[src/rtl/dma_addr_pkg.sv]
package dma_addr_pkg;
    typedef enum logic [2:0] {
        SEL_SRC_BEG  = 3'd0,
        SEL_SRC_PTR  = 3'd1,
        SEL_DST_BEG  = 3'd2,
        SEL_DST_PTR  = 3'd3,
        SEL_SRC_STEP = 3'd4,
        SEL_DST_STEP = 3'd5,
        SEL_WRAP     = 3'd6,
        SEL_CTRL     = 3'd7
    } reg_sel_e;

    // packed: last field is bit 0
    typedef struct packed {
        logic clr_err;
        logic halt_cmd;
        logic free_run;
        logic sync_en;
        logic sync_dst;
    } ctrl_t;

    localparam int NUM_PTR = 2;
endpackage

[src/rtl/dma_ptr_unit.sv]
module dma_ptr_unit #(
    parameter int AW = 22,
    parameter int SW = 16,
    parameter int DW = 32
) (
    input  logic          clk,
    input  logic          rst_n,
    input  logic          wr_beg,
    input  logic          wr_ptr,
    input  logic [DW-1:0] wr_data,
    input  logic [SW-1:0] step,
    input  logic [SW-1:0] wrap_step,
    input  logic          do_start,
    input  logic          do_wrap,
    input  logic          do_resync,
    input  logic          do_adv,
    output logic [AW-1:0] addr_o
);
    localparam int EXT = AW - SW;

    typedef struct packed {
        logic [AW-1:0] sh_beg;
        logic [AW-1:0] sh_ptr;
        logic [AW-1:0] act_beg;
        logic [AW-1:0] act_ptr;
    } ptr_state_t;

    ptr_state_t st_d, st_q;
    logic [AW-1:0] step_x, wstep_x, new_beg;

    always_comb begin
        step_x  = {{EXT{step[SW-1]}}, step};
        wstep_x = {{EXT{wrap_step[SW-1]}}, wrap_step};
        new_beg = st_q.act_beg + wstep_x;
        st_d    = st_q;
        if (wr_beg) st_d.sh_beg = wr_data[AW-1:0];
        if (wr_ptr) st_d.sh_ptr = wr_data[AW-1:0];
        if (do_start) begin
            st_d.act_beg = st_q.sh_beg;
            st_d.act_ptr = st_q.sh_ptr;
        end else if (do_wrap) begin
            st_d.act_beg = new_beg;
            st_d.act_ptr = new_beg;
        end else if (do_resync) begin
            st_d.act_ptr = st_q.act_beg;
        end else if (do_adv) begin
            st_d.act_ptr = st_q.act_ptr + step_x;
        end
    end

    always_ff @(posedge clk or negedge rst_n) begin
        if (!rst_n) st_q <= '0;
        else        st_q <= st_d;
    end

    assign addr_o = st_q.act_ptr;

    assert_start_load_R2: assert property (@(posedge clk) disable iff (!rst_n)
        do_start |=> (st_q.act_ptr == $past(st_q.sh_ptr)) && (st_q.act_beg == $past(st_q.sh_beg)))
        else $error("start load mismatch");

    assert_shadow_hold_R2: assert property (@(posedge clk) disable iff (!rst_n)
        !wr_beg && !wr_ptr |=> $stable(st_q.sh_beg) && $stable(st_q.sh_ptr))
        else $error("shadow changed without write");

    assert_wrap_lands_R4: assert property (@(posedge clk) disable iff (!rst_n)
        do_wrap && !do_start |=> st_q.act_ptr == st_q.act_beg)
        else $error("wrap pointer not at base");

    assert_resync_base_R6: assert property (@(posedge clk) disable iff (!rst_n)
        do_resync && !do_start && !do_wrap |=> (st_q.act_ptr == $past(st_q.act_beg)) && $stable(st_q.act_beg))
        else $error("resync pointer mismatch");
endmodule

[src/rtl/dma_wrap_ctl.sv]
module dma_wrap_ctl #(
    parameter int CW = 16
) (
    input  logic          clk,
    input  logic          rst_n,
    input  logic          run,
    input  logic          start,
    input  logic          burst_end,
    input  logic          sync_pulse,
    input  logic          sync_en,
    input  logic          clr_err,
    input  logic [CW-1:0] wrap_size,
    output logic          do_wrap,
    output logic          do_resync,
    output logic          sync_err
);
    typedef struct packed {
        logic [CW-1:0] cnt;
        logic          err;
    } wrap_state_t;

    wrap_state_t ws_d, ws_q;
    logic go;

    always_comb begin
        go        = run && !start;
        do_wrap   = go && burst_end && (ws_q.cnt <= CW'(1));
        do_resync = go && sync_pulse && sync_en && !do_wrap;
        ws_d      = ws_q;
        if ((run && start) || do_wrap || do_resync) ws_d.cnt = wrap_size;
        else if (go && burst_end)                    ws_d.cnt = ws_q.cnt - CW'(1);
        ws_d.err = (ws_q.err && !clr_err) || do_resync;
    end

    always_ff @(posedge clk or negedge rst_n) begin
        if (!rst_n) ws_q <= '0;
        else        ws_q <= ws_d;
    end

    assign sync_err = ws_q.err;

    assert_err_sticky_R8: assert property (@(posedge clk) disable iff (!rst_n)
        sync_err && !clr_err |=> sync_err)
        else $error("sync error flag dropped");

    assert_err_set_R6: assert property (@(posedge clk) disable iff (!rst_n)
        do_resync |=> sync_err)
        else $error("sync error not raised");

    assert_cnt_reload_R4: assert property (@(posedge clk) disable iff (!rst_n)
        do_wrap || do_resync |=> ws_q.cnt == $past(wrap_size))
        else $error("counter not reloaded");

    assert_aligned_ok_R5: assert property (@(posedge clk) disable iff (!rst_n)
        (do_wrap || (run && start)) && !sync_err && !clr_err |=> !sync_err)
        else $error("aligned sync flagged");
endmodule

[src/rtl/dma_addr_gen.sv]
module dma_addr_gen
    import dma_addr_pkg::*;
#(
    parameter int AW = 22,
    parameter int SW = 16,
    parameter int CW = 16,
    parameter int DW = 32
) (
    input  logic          clk,
    input  logic          rst_n,
    input  logic          wr_en,
    input  logic [2:0]    wr_sel,
    input  logic [DW-1:0] wr_data,
    input  logic          start,
    input  logic          adv,
    input  logic          burst_end,
    input  logic          sync_pulse,
    input  logic          preempt,
    input  logic          dbg_halt,
    output logic [AW-1:0] src_addr,
    output logic [AW-1:0] dst_addr,
    output logic          sync_err,
    output logic          halted
);
    typedef struct packed {
        logic [NUM_PTR-1:0][SW-1:0] step;
        logic [NUM_PTR-1:0][SW-1:0] wstep;
        logic [CW-1:0]              wrap_size;
        ctrl_t                      ctrl;
    } cfg_t;

    cfg_t  cfg_d, cfg_q;
    ctrl_t wr_ctrl;
    logic  clr_err, run, do_wrap, do_resync;
    logic [NUM_PTR-1:0][AW-1:0] addr;

    always_comb begin
        wr_ctrl = ctrl_t'(wr_data[4:0]);
        cfg_d   = cfg_q;
        clr_err = 1'b0;
        if (wr_en) begin
            unique case (reg_sel_e'(wr_sel))
                SEL_SRC_STEP: begin
                    cfg_d.step[0]  = wr_data[SW-1:0];
                    cfg_d.wstep[0] = wr_data[2*SW-1:SW];
                end
                SEL_DST_STEP: begin
                    cfg_d.step[1]  = wr_data[SW-1:0];
                    cfg_d.wstep[1] = wr_data[2*SW-1:SW];
                end
                SEL_WRAP: cfg_d.wrap_size = wr_data[CW-1:0];
                SEL_CTRL: begin
                    cfg_d.ctrl         = wr_ctrl;
                    cfg_d.ctrl.clr_err = 1'b0;
                    clr_err            = wr_ctrl.clr_err;
                end
                default: ;
            endcase
        end
        halted = cfg_q.ctrl.halt_cmd || preempt || (dbg_halt && !cfg_q.ctrl.free_run);
        run    = !halted;
    end

    always_ff @(posedge clk or negedge rst_n) begin
        if (!rst_n) cfg_q <= '0;
        else        cfg_q <= cfg_d;
    end

    dma_wrap_ctl #(.CW(CW)) u_wrap (
        .clk(clk), .rst_n(rst_n), .run(run), .start(start),
        .burst_end(burst_end), .sync_pulse(sync_pulse),
        .sync_en(cfg_q.ctrl.sync_en), .clr_err(clr_err),
        .wrap_size(cfg_q.wrap_size), .do_wrap(do_wrap),
        .do_resync(do_resync), .sync_err(sync_err)
    );

    for (genvar g = 0; g < NUM_PTR; g++) begin : g_ptr
        logic sel_me;
        assign sel_me = (cfg_q.ctrl.sync_dst == (g == 1));
        dma_ptr_unit #(.AW(AW), .SW(SW), .DW(DW)) u_ptr (
            .clk(clk), .rst_n(rst_n),
            .wr_beg(wr_en && (wr_sel == 3'(2*g))),
            .wr_ptr(wr_en && (wr_sel == 3'(2*g+1))),
            .wr_data(wr_data),
            .step(cfg_q.step[g]), .wrap_step(cfg_q.wstep[g]),
            .do_start(run && start), .do_wrap(do_wrap),
            .do_resync(do_resync && sel_me),
            .do_adv(run && adv),
            .addr_o(addr[g])
        );
    end

    assign src_addr = addr[0];
    assign dst_addr = addr[1];

    assert_halt_freeze_R9: assert property (@(posedge clk) disable iff (!rst_n)
        halted |=> $stable(src_addr) && $stable(dst_addr))
        else $error("pointer moved while halted");

    assert_sync_off_R10: assert property (@(posedge clk) disable iff (!rst_n)
        !cfg_q.ctrl.sync_en && !sync_err |=> !sync_err)
        else $error("error with sync disabled");
endmodule

[config.mk]
export PLATFORM = sky130hd
export DESIGN_NAME = dma_addr_gen
export DESIGN_NICKNAME = d
export VERILOG_FILES = /design/src/rtl/dma_addr_pkg.sv /design/src/rtl/dma_ptr_unit.sv /design/src/rtl/dma_wrap_ctl.sv /design/src/rtl/dma_addr_gen.sv
export SDC_FILE = /design/constraint.sdc
export NUM_CORES = 1
export LEC_CHECK = 0
export BUFFER_PORTS_ARGS = -buffer_cell sky130_fd_sc_hd__buf_4
export CORE_ASPECT_RATIO = 0.5
export CORE_MARGIN = 5
export CORE_UTILIZATION = 40
export DETAILED_ROUTE_END_ITERATION = 12
export PLACE_DENSITY = 0.67
export SLEW_MARGIN = 20
export SYNTH_ARGS = -nofsm -noshare
export SYNTH_HDL_FRONTEND = slang
export SYNTH_SLANG_ARGS = --single-unit
[constraint.sdc]
create_clock -name clk -period 5.4 [get_ports clk]
set_clock_uncertainty 0.15 [all_clocks]
set_input_delay 0.54 -clock clk [delete_from_list [all_inputs] [get_ports clk]]
set_output_delay 0.54 -clock clk [all_outputs]
set_load 0.05 [all_outputs]
---- After elaboration in Yosys (flattened, before gate mapping) ----
Index checks and enable logic that the tools add are counted.
word-level totals
  flip-flop bits (word level) ............. 277
  logic and storage cells ................. 82
operators by class
  add/sub/neg operators ................... 5
  magnitude comparators ................... 1
  equal/unequal tests ..................... 7
  muxes and demuxes ....................... 14
  bitwise operators ....................... 1
  reduce and logical (&&, ||, !) cells .... 35
operators with widths
  cell                                                             count
  two-way mux 22 bit                                               8
  adder 22 bit                                                     4
  two-way mux 44 bit                                               2
  two-way mux 16 bit                                               2
  less-or-equal comparator 16 x 1 -> 1 bit, second input constant  1
  logical AND 1 bit                                                16
  subtractor 16 x 1 -> 16 bit, second input constant               1
  == test 3 bit, second input constant                             4
  AND reduction 2 bit                                              4
  nonzero test 4 bit                                               2
  == test 3 x 2 -> 1 bit, second input constant                    2
  zero test 1 bit                                                  5
  logical OR 1 bit                                                 5
  nonzero test 2 bit                                               2
  == test 3 x 1 -> 1 bit, second input constant                    1
  zero test 3 bit                                                  1
  two-way mux 1 bit                                                2
  inverter 1 bit                                                   1

---- Longest topological paths before layout ----
Gate-level depths: netlist of the first run.
  depth in word-level cells ............... 13
  depth in mapped cells ................... 12
  gate-level depth less buffers ........... 12

---- By module ----
From an unflattened synthesis of the first run, not the netlist that was laid out.
second synthesis, totals
  cells, all modules ...................... 1609
  area, all modules ....................... 16990.0 um^2
modules (own cells, without submodules)
  module                          times used  cells an instance  area an instance (um^2)  sequential area each (um^2)
  dma_ptr_unit at g_ptr[0].u_ptr  1           661                6193.4                   2202.1
  dma_ptr_unit at g_ptr[1].u_ptr  1           648                6188.4                   2202.1
  dma_addr_gen                    1           197                3432.0                   2102.0
  dma_wrap_ctl                    1           103                1176.1                   425.4

---- Worst setup path before layout of the first run ----
No wires, ideal clock.
  path type ............................... register -> register
  from .................................... register g_ptr[1].u_ptr.st_q (netlist bit g_ptr[1].u_ptr.addr_o[0])
  to ...................................... register g_ptr[1].u_ptr.st_q (netlist bit g_ptr[1].u_ptr.addr_o[20])
  library setup time ...................... 124 ps
  arrival time ............................ 2640 ps
  data required time ...................... 5126 ps
  path slack .............................. 2486 ps
  cell stages (with the launch flop) ...... 13
  cell sequence ........................... dfrtp_1 -> ha_1 -> inv_1 -> fa_1 -> nor2b_1 -> o31a_1 -> o31ai_1 -> a211oi_1 -> o21bai_1 -> a211oi_1 -> mux2i_1 -> a31oi_1 -> o31a_1
on the way
  cells in the longest elaborated chain, start to end .. 5
RTL lines
  element                   RTL line            text
  start: declaration        dma_ptr_unit.sv:28  ptr_state_t st_d, st_q;
  start signal: assignment  dma_ptr_unit.sv:53  else st_q <= st_d;
  adder 22 bit              dma_ptr_unit.sv:47  st_d.act_ptr = st_q.act_ptr + step_x;
  two-way mux 22 bit        dma_ptr_unit.sv:46  end else if (do_adv) begin
  two-way mux 22 bit        dma_ptr_unit.sv:44  end else if (do_resync) begin
  two-way mux 22 bit        dma_ptr_unit.sv:41  end else if (do_wrap) begin
  two-way mux 44 bit        dma_ptr_unit.sv:38  if (do_start) begin
No other way between the ends. The select of a mux whose other input is x is not followed.
A chain may end at the register's enable or synchronous reset.

---- Worst setup path in the final report of the first run ----
  from .................................... register u_wrap.ws_q[9] (netlist name)
  to ...................................... register g_ptr[0].u_ptr.st_q (netlist bit g_ptr[0].u_ptr.addr_o[20])
on the way
  cells in the longest elaborated chain, start to end .. 8
RTL lines
  element                                     RTL line            text
  start: declaration                          dma_wrap_ctl.sv:22  wrap_state_t ws_d, ws_q;
  start signal: assignment                    dma_wrap_ctl.sv:37  else ws_q <= ws_d;
  less-or-equal comparator 16 x 1 -> 1 bit *  dma_wrap_ctl.sv:27  do_wrap = go && burst_end && (ws_q.cnt <= CW'(1));
  logical AND 1 bit *                         dma_wrap_ctl.sv:27
  zero test 1 bit                             dma_wrap_ctl.sv:28  do_resync = go && sync_pulse && sync_en && !do_wrap;
  logical AND 1 bit                           dma_wrap_ctl.sv:28
  logical AND 1 bit                           dma_addr_gen.sv:87  .do_resync(do_resync && sel_me),
  two-way mux 22 bit                          dma_ptr_unit.sv:44
  two-way mux 22 bit                          dma_ptr_unit.sv:41
  two-way mux 44 bit                          dma_ptr_unit.sv:38
  end signal: assignment                      dma_ptr_unit.sv:53
  end: declaration                            dma_ptr_unit.sv:28
Every way passes the cells marked *; elsewhere a longest branch is shown, timed or not.

==> results of run 1 <==
cells in the mapped netlist (4+ instances only):
library cell  number
dfrtp_1          277
nand2_1          185
mux2_2           168
a21oi_1          106
nor2_1            98
o21ai_0           95
ha_1              86
clkbuf_1          60
xnor2_1           54
a31oi_1           48
buf_4             45
a21o_1            40
nand3_1           36
xor2_1            27
a211oi_1          25
inv_1             25
nor3_1            24
o211ai_1          23
o21a_1            14
o22ai_1           13
buf_2             12
o21bai_1          12
and3_1            10
nor2b_1           10
nand2b_1           9
a311oi_1           6
and2_1             6
or3_1              6
a2111oi_0          5
a211o_1            5
mux2i_1            5
o311ai_0           5
o31a_1             5
a221oi_1           4
fa_1               4
nor3b_1            4
o21ai_1            4
o221ai_1           4
o22a_1             4
or2_2              4
routing by layer:
metal / up-vias / track usage / share of wire
met4: 0 / 0.05620 / 0.033
met2: 425 / 0.2925 / 0.43
met1: 6256 / 0.2825 / 0.46
li1: 5938 / - / -
met3: 89 / 0.03190 / 0.071
met5: - / 0 / 0
through the flow:
step	instances	power, µW	cell area, µm²	setup WS, ns
4_1_cts	2212	10850	18150	1.925
2_1_floorplan	1631	7571	16240	2.486
6_report	2213	10860	18160	1.891
5_1_grt	2212	11620	18150	1.693
3_3_place_gp	2160	8678	17160	1.606
3_5_place_dp	2160	8750	17160	1.573
worst paths after layout:
kind	from	endpoint	slack, ns
min	wr_data[31]	cfg_q[52]	0.06
max in group asynchronous	rst_n	g_ptr[1].u_ptr.addr_o[14]	3.50
max	u_wrap.ws_q[9]	g_ptr[0].u_ptr.addr_o[20]	1.89
max reg2reg	u_wrap.ws_q[9]	g_ptr[0].u_ptr.addr_o[20]	1.89
min in group asynchronous	rst_n	cfg_q[54]	0.41
min reg2reg	g_ptr[0].u_ptr.st_q[77]	g_ptr[0].u_ptr.st_q[33]	0.32
cell families (layout without fill, tap and decap cells):
group	Yosys count	after routing	synth area share
AO/OA/AOI/OAI	451	451	0.1795
buffers and inverters	147	188	0.04624
multiplexers	173	173	0.1196
flip-flops	277	277	0.4269
XOR/XNOR	81	81	0.04369
other	0	1	0
AND/OR/NAND/NOR	412	412	0.1128
adder cells (fa/ha/maj)	90	90	0.07120
where the power goes:
group          total [µW]  switching, µW  internal, µW
clock                2060            863          1200
combinational        5460           3160          2300
sequential           3340            617          2720
total               10900           4640          6220
flip-flops by register name, summed over array words and instances, names as in the netlist:
name,flops
u_wrap.ws_q,16
u_wrap.sync_err,1
g_ptr.u_ptr.addr_o,44
g_ptr.u_ptr.st_q,132
g_ptr.sel_me,1
cfg_q,83
final cells by class:
class,instances,area (µm²),area share
clock inverters,12,160.2,0.008821
flip-flops and latches,277,6932,0.3818
multi-input cells,1207,8617,0.4746
clock buffers,39,812.0,0.04472
diodes,1,2.502,0.0001378
well taps,540,675.6,0.03721
inverters,25,93.84,0.005168
repair buffers,112,863.3,0.04755
critical path, cell delays in order, from the launching register on:
cell and delay [ns]:
dfrtp_1 0.42, or3_4 0.39, or4_4 0.44, nor2_2 0.16, and3_2 0.51, or3_1 0.19, buf_4 0.32, nand2_2 0.26
a31oi_1 0.23, a21oi_1 0.09, or2_1 0.22
==> summary.txt, run 1 <==
CTS
  – Clk pin slew, worst setup/hold paths: 0.07 ns
  – Clock tree sinks: 277
  – Post-CTS Setup Repair Bufs: 0
  – CTS Root Cell: clkbuf_16
  – Inserted Clock Buffers: 28
  – Clock Path Buffers: 3
  – Clock latency at the later pin of the worst-skew pair: 0.57 ns
  – CTS Hold Bufs: 1
  – Clock tree from TritonCTS: yes
  – CTS resizes: 0
  – CTS H-tree depth: 1

Flow run
  – Max cap viols: 0

Place
  – Dpl hpwl: 30,780 µm
  – Buffers added on ports: 89
  – Placer Congestion: 0.9119

Detailed routing
  – Drt pass-1 iters: 5
  – Vias per Instance: 5.742
  – Routed via count: 12,710
  – DRC: 0
  – Final antenna-violating net count: 0
  – DR iter-0 viols: 924
  – WL/cell: 19.93 µm
  – Post-Route WL: 44,100 µm

Timing
  – Min Clock Period, post-route: 3.509 ns
  – Hold Slack: 0.05999 ns
  – FMAX: 285.0 MHz
  – Final Hold Fails: 0
  – Slew Limit Fails: 0
  – Setup-failing EPs final: 0
  – Slew @ Worst Pin: 0.9936 ns
  – Period utilization: 0.6499
  – Normalized max-slew margin: 0.3376
  – Final setup TNS: 0 ns
  – Unrepaired setup endpoints after global routing: false

Setup path
  – Crit start category: flip-flop
  – Crit Path Max Fanout: 25
  – CP Class: flip-flop to flip-flop
  – R2R cell count: 10
  – Worst EP required: 5.71 ns
  – Critical path endpoint category: flip-flop
  – Data arrival, critical path: 3.82 ns

Worst hold path
  – Worst min-delay path class: input port to flip-flop
  – Worst Hold Path Cells: 2

Layout
  – Share of layout cells above drive strength 1: 0.2105
  – Commonest non-fill, non-tap cell in the layout: dfrtp_1
  – Final #Nets: 1,785
  – Area Overhead vs Synth: 11.82%
  – Final Util: 0.4508
  – Fill count: 3,751
  – Most frequent cells in the layout: dfrtp_1 (277), nand2_1 (184), mux2_2 (168), buf_4 (109), a21oi_1 (106)

Die
  – Initial Utilization: 0.4032
  – Die Y: 152.5 µm
  – Row count: 52
  – Floorplan core area: 0.04027 mm²
  – DIE AREA: 0.04497 mm²
  – I/O Pins: 90
  – DIE WIDTH: 294.9 µm

Logic synthesis
  – Synth top area share: 0.4269
  – Yosys Warn Count: 0
  – Number of synthesized register bits: 277
  – Cells after synthesis: 1,631
  – Yosys top cell by area: dfrtp_1
  – Synth Cell Area: 0.01624 mm²
  – Top cells by area, synth: dfrtp_1 (43%), mux2_2 (12%), ha_1 (6.6%)
  – Netlist cell types: 77
  – Post-synth EDFFs: 0
  – Avg Inst Size Synth: 9.955 µm²
  – Post-synth ARST share: 1.000
  – Most used flip-flop cell after synthesis: dfrtp_1
  – Syn nets: 1,765
  – Post-synthesis sequential area ratio: 0.4269

Global route
  – Gr usage total: 0.1921
  – Number of global-route vias before repair: 12,450
  – Global-route wire length before repair: 69,850 µm
  – Pin count of the biggest net entering global routing: 130
  – Initial antenna violation count: 1
  – Gr ovfl total: 0

Power and ir drop
  – Worst vdd ir: 0.2976 mV
  – Leakage: 0.007917 µW
  – Power Dens Cells: 598.2 mW/mm²

Run status
  – Status: complete, no violations
Note: power is estimated with default switching activity, not from simulation.
==> run 2, diff against run 1 <==
- ABC_AREA: not set -> 1
- PLACE_DENSITY: 0.67 -> 0.69
- clock period: 5.4 -> 2.99 ns (I/O delays scaled with it)
==> run 2 against run 1 <==
Effect of this change: count of clock-buffer cells in the layout decreased by 3; flip-flop and latch count stayed put; cell count increased by 50%; register-to-register slack worse by 1.6 ns; combinational power is 64% higher; synthesized cell count increased by 63%; power increased by 71%; sequential share of layout area down 4.1 points; via count grew 34%; non-clock buffer count up 20.
==> summary.txt, run 2 <==
Setup path
  – Critical path endpoint category: flip-flop
  – R2R cell count: 12
  – CP Class: flip-flop to flip-flop
  – Critical Path Slowest Stage Cell: dfrtp_1
  – Crit Path Max Fanout: 24
  – Most common cell on crit path: nand2_2
  – CP Cell Sequence: inv_1, ha_1, nand2_2, a21oi_2, nand3_2, nand2_2, buf_4, nor2_2, nand2_2, inv_1, a22oi_1, o21ai_0
  – Worst EP required: 3.28 ns
  – CP peak stage delay: 0.38 ns
  – Crit start category: flip-flop
  – Data arrival, critical path: 3.01 ns

Logic synthesis
  – Post-synth ARST share: 1.000
  – Post-synth EDFFs: 0
  – Most used flip-flop cell after synthesis: dfrtp_1
  – Post-synthesis sequential area ratio: 0.3825
  – Synth top area share: 0.3825
  – Top cells by area, synth: dfrtp_1 (38%), nand2_1 (20%), o21ai_0 (7.8%)
  – Top cells by count, synth: nand2_1 (944), inv_1 (342), o21ai_0 (281)
  – Synth Cell Area: 0.01812 mm²
  – Yosys top cell by area: dfrtp_1
  – Avg Inst Size Synth: 6.813 µm²
  – Count leader, synth: nand2_1
  – Syn nets: 2,794
  – Netlist cell types: 41
  – Cells after synthesis: 2,660
  – Number of synthesized register bits: 277
  – Yosys Warn Count: 0

CTS
  – Clock tree sinks: 277
  – CTS H-tree depth: 1
  – Clock tree from TritonCTS: yes
  – Clock Path Buffers: 3
  – Clock latency at the later pin of the worst-skew pair: 0.56 ns
  – CTS Hold Bufs: 14
  – CTS Root Cell: clkbuf_16
  – Clk pin slew, worst setup/hold paths: 0.07 ns
  – CTS resizes: 0
  – Post-CTS Setup Repair Bufs: 0
  – Inserted Clock Buffers: 27

Layout
  – Fill count: 4,655
  – Commonest non-fill, non-tap cell in the layout: nand2_1
  – Max FFs per register: 132
  – Fin area: 0.02032 mm²
  – Area Overhead vs Synth: 12.10%
  – Share of layout cells above drive strength 1: 0.07007
  – Most frequent cells in the layout: nand2_1 (942), inv_1 (342), o21ai_0 (281), dfrtp_1 (277), nor2_1 (225)
  – Final #Nets: 2,840
  – Biggest register: g_ptr.u_ptr.st_q

Detailed routing
  – Post-Route WL: 58,040 µm
  – DR iter-0 viols: 1,546
  – Final antenna-violating net count: 0
  – Drt pass-1 iters: 6
  – Vias per Instance: 5.124
  – WL/cell: 17.45 µm
  – DRC: 0
  – Uppermost layer routed: met4
  – Met3 WL: 3638 µm
  – Metal2 WL: 26,350 µm
  – Routed via count: 17,040
  – Wl on met1: 25,760 µm

Timing
  – Final Hold Fails: 0
  – Normalized max-slew margin: 0.2724
  – Final setup TNS: 0 ns
  – Min Clock Period, post-route: 2.722 ns
  – Slew @ Worst Pin: 1.089 ns
  – FMAX: 367.4 MHz
  – Unrepaired setup endpoints after global routing: false
  – Post-route setup slack: 0.2685 ns
  – Hold Slack: 0.03002 ns
  – Setup-failing EPs final: 0
  – Slew Limit Fails: 0
  – Period utilization: 0.9102

Place
  – Post-DP Area: 0.01919 mm²
  – Dpl hpwl: 43,430 µm
  – Placer Congestion: 0.9552
  – Buffers added on ports: 89
  – Place WS: 0.2979 ns

Global route
  – Global-route wire length before repair: 90,580 µm
  – Gr ovfl total: 0
  – Gr usage total: 0.2274
  – Number of global-route vias before repair: 16,190
  – Pin count of the biggest net entering global routing: 115
  – Initial antenna violation count: 4

Die
  – Initial Utilization: 0.4027
  – Die Y: 160.5 µm
  – I/O Pins: 90
  – Row count: 55
  – DIE WIDTH: 311.0 µm
  – DIE AREA: 0.04993 mm²
  – Floorplan core area: 0.04501 mm²

Worst hold path
  – Worst Hold Path Cells: 3
  – Worst min-delay path class: input port to flip-flop

Power and ir drop
  – Worst vdd ir: 0.4622 mV
  – Power Dens Cells: 914.1 mW/mm²
  – Leakage: 0.01112 µW

Flow run
  – Max cap viols: 0

Run status
  – Status: complete, no violations
[run 2: cell count changes in the layout (fill, tap and decap cells not counted), sizes merged, moves of 14 or more]
cell | previous run | this run
a21o | 40 | 3
nor3 | 24 | 5
nand4 | 2 | 20
a21oi | 106 | 78
nand3 | 36 | 145
o21a | 14 | 0
o21ai | 99 | 292
xnor2 | 54 | 16
a31oi | 48 | 2
nor2 | 99 | 230
nand2 | 186 | 950
a211oi | 25 | 0
mux2 | 168 | 0
inv | 25 | 349
[run 2: stage by stage]
stage          total power, µW  std cells    util
3_5_place_dp             14720       3261  0.4263
5_1_grt                  19980       3324  0.4513
4_1_cts                  18600       3324  0.4512
6_report                 18570       3326  0.4514
2_1_floorplan            12370       2660       -
3_3_place_gp             14600       3261  0.4263
[run 2: report_power, final]
group / switching (µW) / internal (µW) / leakage [µW]
Clock: 1560 / 2260 / 0.000485
Combinational: 5900 / 3040 / 0.00718
Sequential: 1050 / 4760 / 0.00345
Total: 8510 / 10100 / 0.0111
[run 2: cell families after synthesis]
kind of cell	synth area share
DFF	0.3825
AOI/OAI and AO/OA	0.1229
adders and majority gates	0.06379
buffers and inverters	0.1087
xor gates and xnor gates	0.01836
and+or+nand+nor	0.3038
[run 2: worst max-delay path, delay by kind of cell (launching register included)]
kind / cells / cell delay, ns
simple gates: 5 / 0.80
fa+ha+maj: 1 / 0.22
compound gates: 3 / 0.45
flops: 1 / 0.38
buf+inv: 3 / 0.59
[run 2: final cells by class]
| cell class | count | area [µm²] | area share |
|---|---|---|---|
| Timing Repair Buffer | 132 | 1096 | 0.05395 |
| Clock inverter | 13 | 200.2 | 0.009854 |
| Clock buffer | 36 | 779.5 | 0.03837 |
| Tap cell | 598 | 748.2 | 0.03683 |
| Antenna cell | 2 | 5.005 | 0.0002464 |
| Sequential cell | 277 | 6932 | 0.3412 |
| Multi-Input combinational cell | 1917 | 9236 | 0.4546 |
| Inverter | 351 | 1319 | 0.06491 |
[run 2: worst paths after layout]
check,from,slack (ns),to
worst max-delay path,u_wrap.ws_q[1],0.27,u_wrap.ws_q[15]
worst max register to register,u_wrap.ws_q[1],0.27,u_wrap.ws_q[15]
max in group asynchronous,rst_n,1.66,cfg_q[68]
worst min-delay path,wr_data[17],0.03,cfg_q[38]
worst min register to register,g_ptr[0].u_ptr.st_q[76],0.33,g_ptr[0].u_ptr.st_q[76]
min in group asynchronous,rst_n,0.13,u_wrap.ws_q[12]
[run 2: routing by layer]
metal / vias up / GRT usage
met2: 530 / 0.3735
li1: 8490 / -
met5: - / 0
met3: 117 / 0.04036
met4: 0 / 0.08250
met1: 7907 / 0.3041
==> run 3, diff against run 2 <==
- clock period: 2.99 -> 2.5 ns (I/O delays scaled with it)
==> run 3 against run 2 <==
Effect of this change: clock power is 25% higher; global-route usage rose by 0.11 points; flip-flop and latch count stayed put; sequential power grew 18%; sequential share of layout area shrank 1.7 points; design area is 5.3% higher; critical path type unchanged; die area is the same.
==> summary.txt, run 3 (synthesis gave the netlist of run 2 again) <==
Setup path
  – CP Class: flip-flop to flip-flop
  – CP Cell Sequence: buf_4, ha_2, nand2_1, nor2_1, and2_1, nand4_1, nand4_1, nand3_1, nand2_1, nand2_1, nand2_1, nand2_1
  – Worst EP required: 2.81 ns
  – Crit start category: flip-flop
  – Worst R2R Setup Slack: 0.06 ns
  – R2R cell count: 12
  – Data arrival, critical path: 2.75 ns
  – Critical Path Slowest Stage Cell: dfrtp_1
  – CP peak stage delay: 0.43 ns
  – Most common cell on crit path: nand2_1
  – Critical path endpoint category: flip-flop
  – R2R Path End: g_ptr[0].u_ptr.addr_o[19]
  – Reg2reg start: cfg_q[68]
  – Crit Path Max Fanout: 5

Detailed routing
  – Drt pass-1 iters: 6
  – WL/cell: 17.17 µm
  – DRC: 0
  – Routed via count: 17,500
  – DR iter-0 viols: 1,633
  – Post-Route WL: 58,740 µm
  – Final antenna-violating net count: 0
  – Vias per Instance: 5.115

Layout
  – Share of layout cells above drive strength 1: 0.1202
  – Max FFs per register: 132
  – Biggest register: g_ptr.u_ptr.st_q
  – Final #Nets: 2,932
  – Fin area: 0.02139 mm²
  – Fill count: 4,619
  – Commonest non-fill, non-tap cell in the layout: nand2_1
  – Most frequent cells in the layout: nand2_1 (940), inv_1 (340), o21ai_0 (277), dfrtp_1 (273), nor2_1 (210)
  – Area Overhead vs Synth: 18.03%

CTS
  – Inserted Clock Buffers: 28
  – Clock tree sinks: 277
  – Clock tree from TritonCTS: yes
  – Clock Path Buffers: 3
  – Clock latency at the later pin of the worst-skew pair: 0.57 ns
  – Clk pin slew, worst setup/hold paths: 0.07 ns
  – CTS H-tree depth: 1
  – CTS Root Cell: clkbuf_16

Global route
  – Initial antenna violation count: 3
  – Global-route wire length before repair: 91,070 µm
  – Number of global-route vias before repair: 16,460
  – Pin count of the biggest net entering global routing: 106
  – Gr ovfl total: 0
  – Gr usage total: 0.2284

Power and ir drop
  – Leakage: 0.01160 µW
  – Worst vdd ir: 0.5639 mV
  – Gate power share: 0.505
  – Clk network pwr share: 0.203
  – Sequential share of power: 0.292
  – Internal power: 12,930 µW
  – Sw Share: 0.4507
  – Design Power: 23,540 µW
  – Power Dens Cells: 1100 mW/mm²
  – NetSw: 10,610 µW

Timing
  – FMAX: 410.1 MHz
  – Slew Limit Fails: 0
  – Final setup TNS: 0 ns
  – Unrepaired setup endpoints after global routing: true
  – Final Hold Fails: 0
  – Slew @ Worst Pin: 0.6823 ns
  – Min Clock Period, post-route: 2.438 ns
  – Period utilization: 0.9753
  – Setup-failing EPs final: 0
  – Hold Slack: 0.03596 ns
  – Normalized max-slew margin: 0.5446

Die
  – Floorplan core area: 0.04501 mm²
  – DIE AREA: 0.04993 mm²
  – Die Y: 160.5 µm
  – Row count: 55
  – DIE WIDTH: 311.0 µm
  – Initial Utilization: 0.4027
  – I/O Pins: 90

Run status
  – Status: complete, no violations

Place
  – Placer Congestion: 0.9661
  – Dpl hpwl: 44,400 µm
  – Buffers added on ports: 89
  – Post-DP Area: 0.01988 mm²

Flow run
  – Max cap viols: 0

Worst hold path
  – Worst min-delay path class: input port to asynchronous set/reset pin
-- run 3: cell type report --
type,count,area [µm²],area share
clock inverter,19,276.5,0.01293
sequential,277,6937,0.3243
multi-input combinational,1917,9480,0.4432
inverter,351,1319,0.06165
antenna,3,7.507,0.0003510
clock buffer,33,760.7,0.03556
timing repair buffer,223,1862,0.08704
tap,598,748.2,0.03498
-- run 3: power groups by stage --
stage / clock (µW) / sequential, µW / combinational [µW]
after floorplan: 0 / 6450 / 8350
after global placement: 0 / 6870 / 11400
final: 4780 / 6870 / 11900
after CTS: 4840 / 6820 / 11600
after detailed placement: 0 / 6880 / 11500
after global routing: 5040 / 6980 / 13200
-- run 3: repair_timing --
action / 4_1_cts / 5_1_grt
hold endpoints to repair: 300 / 0
hold buffers: 14 / 0
setup endpoints to repair: 7 / 74
buffers inserted: 0 / 8
gates resized for setup: 1 / 64
-- run 3: metrics by stage --
step                  util  instances  worst slack, ns
floorplan                -       2660           0.2351
global placement    0.4418       3344          0.01773
detailed placement  0.4418       3344         -0.02259
CTS                 0.4681       3410         0.001173
global route        0.4751       3418         -0.04935
finish              0.4753       3421          0.06171
-- run 3: worst max-delay path by stage --
stage          slack (ns)                    start  depth (start not counted)                        end
2_1_floorplan        0.24                 cfg_q[3]                         12   g_ptr[0].u_ptr.addr_o[2]
3_3_place_gp         0.02           u_wrap.ws_q[2]                         14  g_ptr[0].u_ptr.addr_o[10]
3_5_place_dp        -0.02           u_wrap.ws_q[2]                         14  g_ptr[1].u_ptr.addr_o[15]
4_1_cts             0.001  g_ptr[1].u_ptr.st_q[22]                         11   g_ptr[1].u_ptr.addr_o[6]
5_1_grt             -0.05                cfg_q[84]                         12  g_ptr[1].u_ptr.addr_o[19]
6_report             0.06                cfg_q[68]                         12  g_ptr[0].u_ptr.addr_o[19]
-- run 3: critical path, delay by kind of cell, from the launching register on --
family,cells,cell delay (ns)
flip-flops,1,0.43
adder cells (fa/ha/maj),1,0.37
AND/OR/NAND/NOR,10,1.21
buffers and inverters,1,0.18
-- run 3: routing by layer --
metal / routed length (µm) / global-route usage / part of all wire / up-vias
met5: 0 / 0 / 0 / -
met4: 1836 / 0.06800 / 0.031 / 0
met3: 3381 / 0.03237 / 0.058 / 100
met2: 27340 / 0.3791 / 0.47 / 503
met1: 26180 / 0.3134 / 0.45 / 8238
li1: - / - / - / 8658
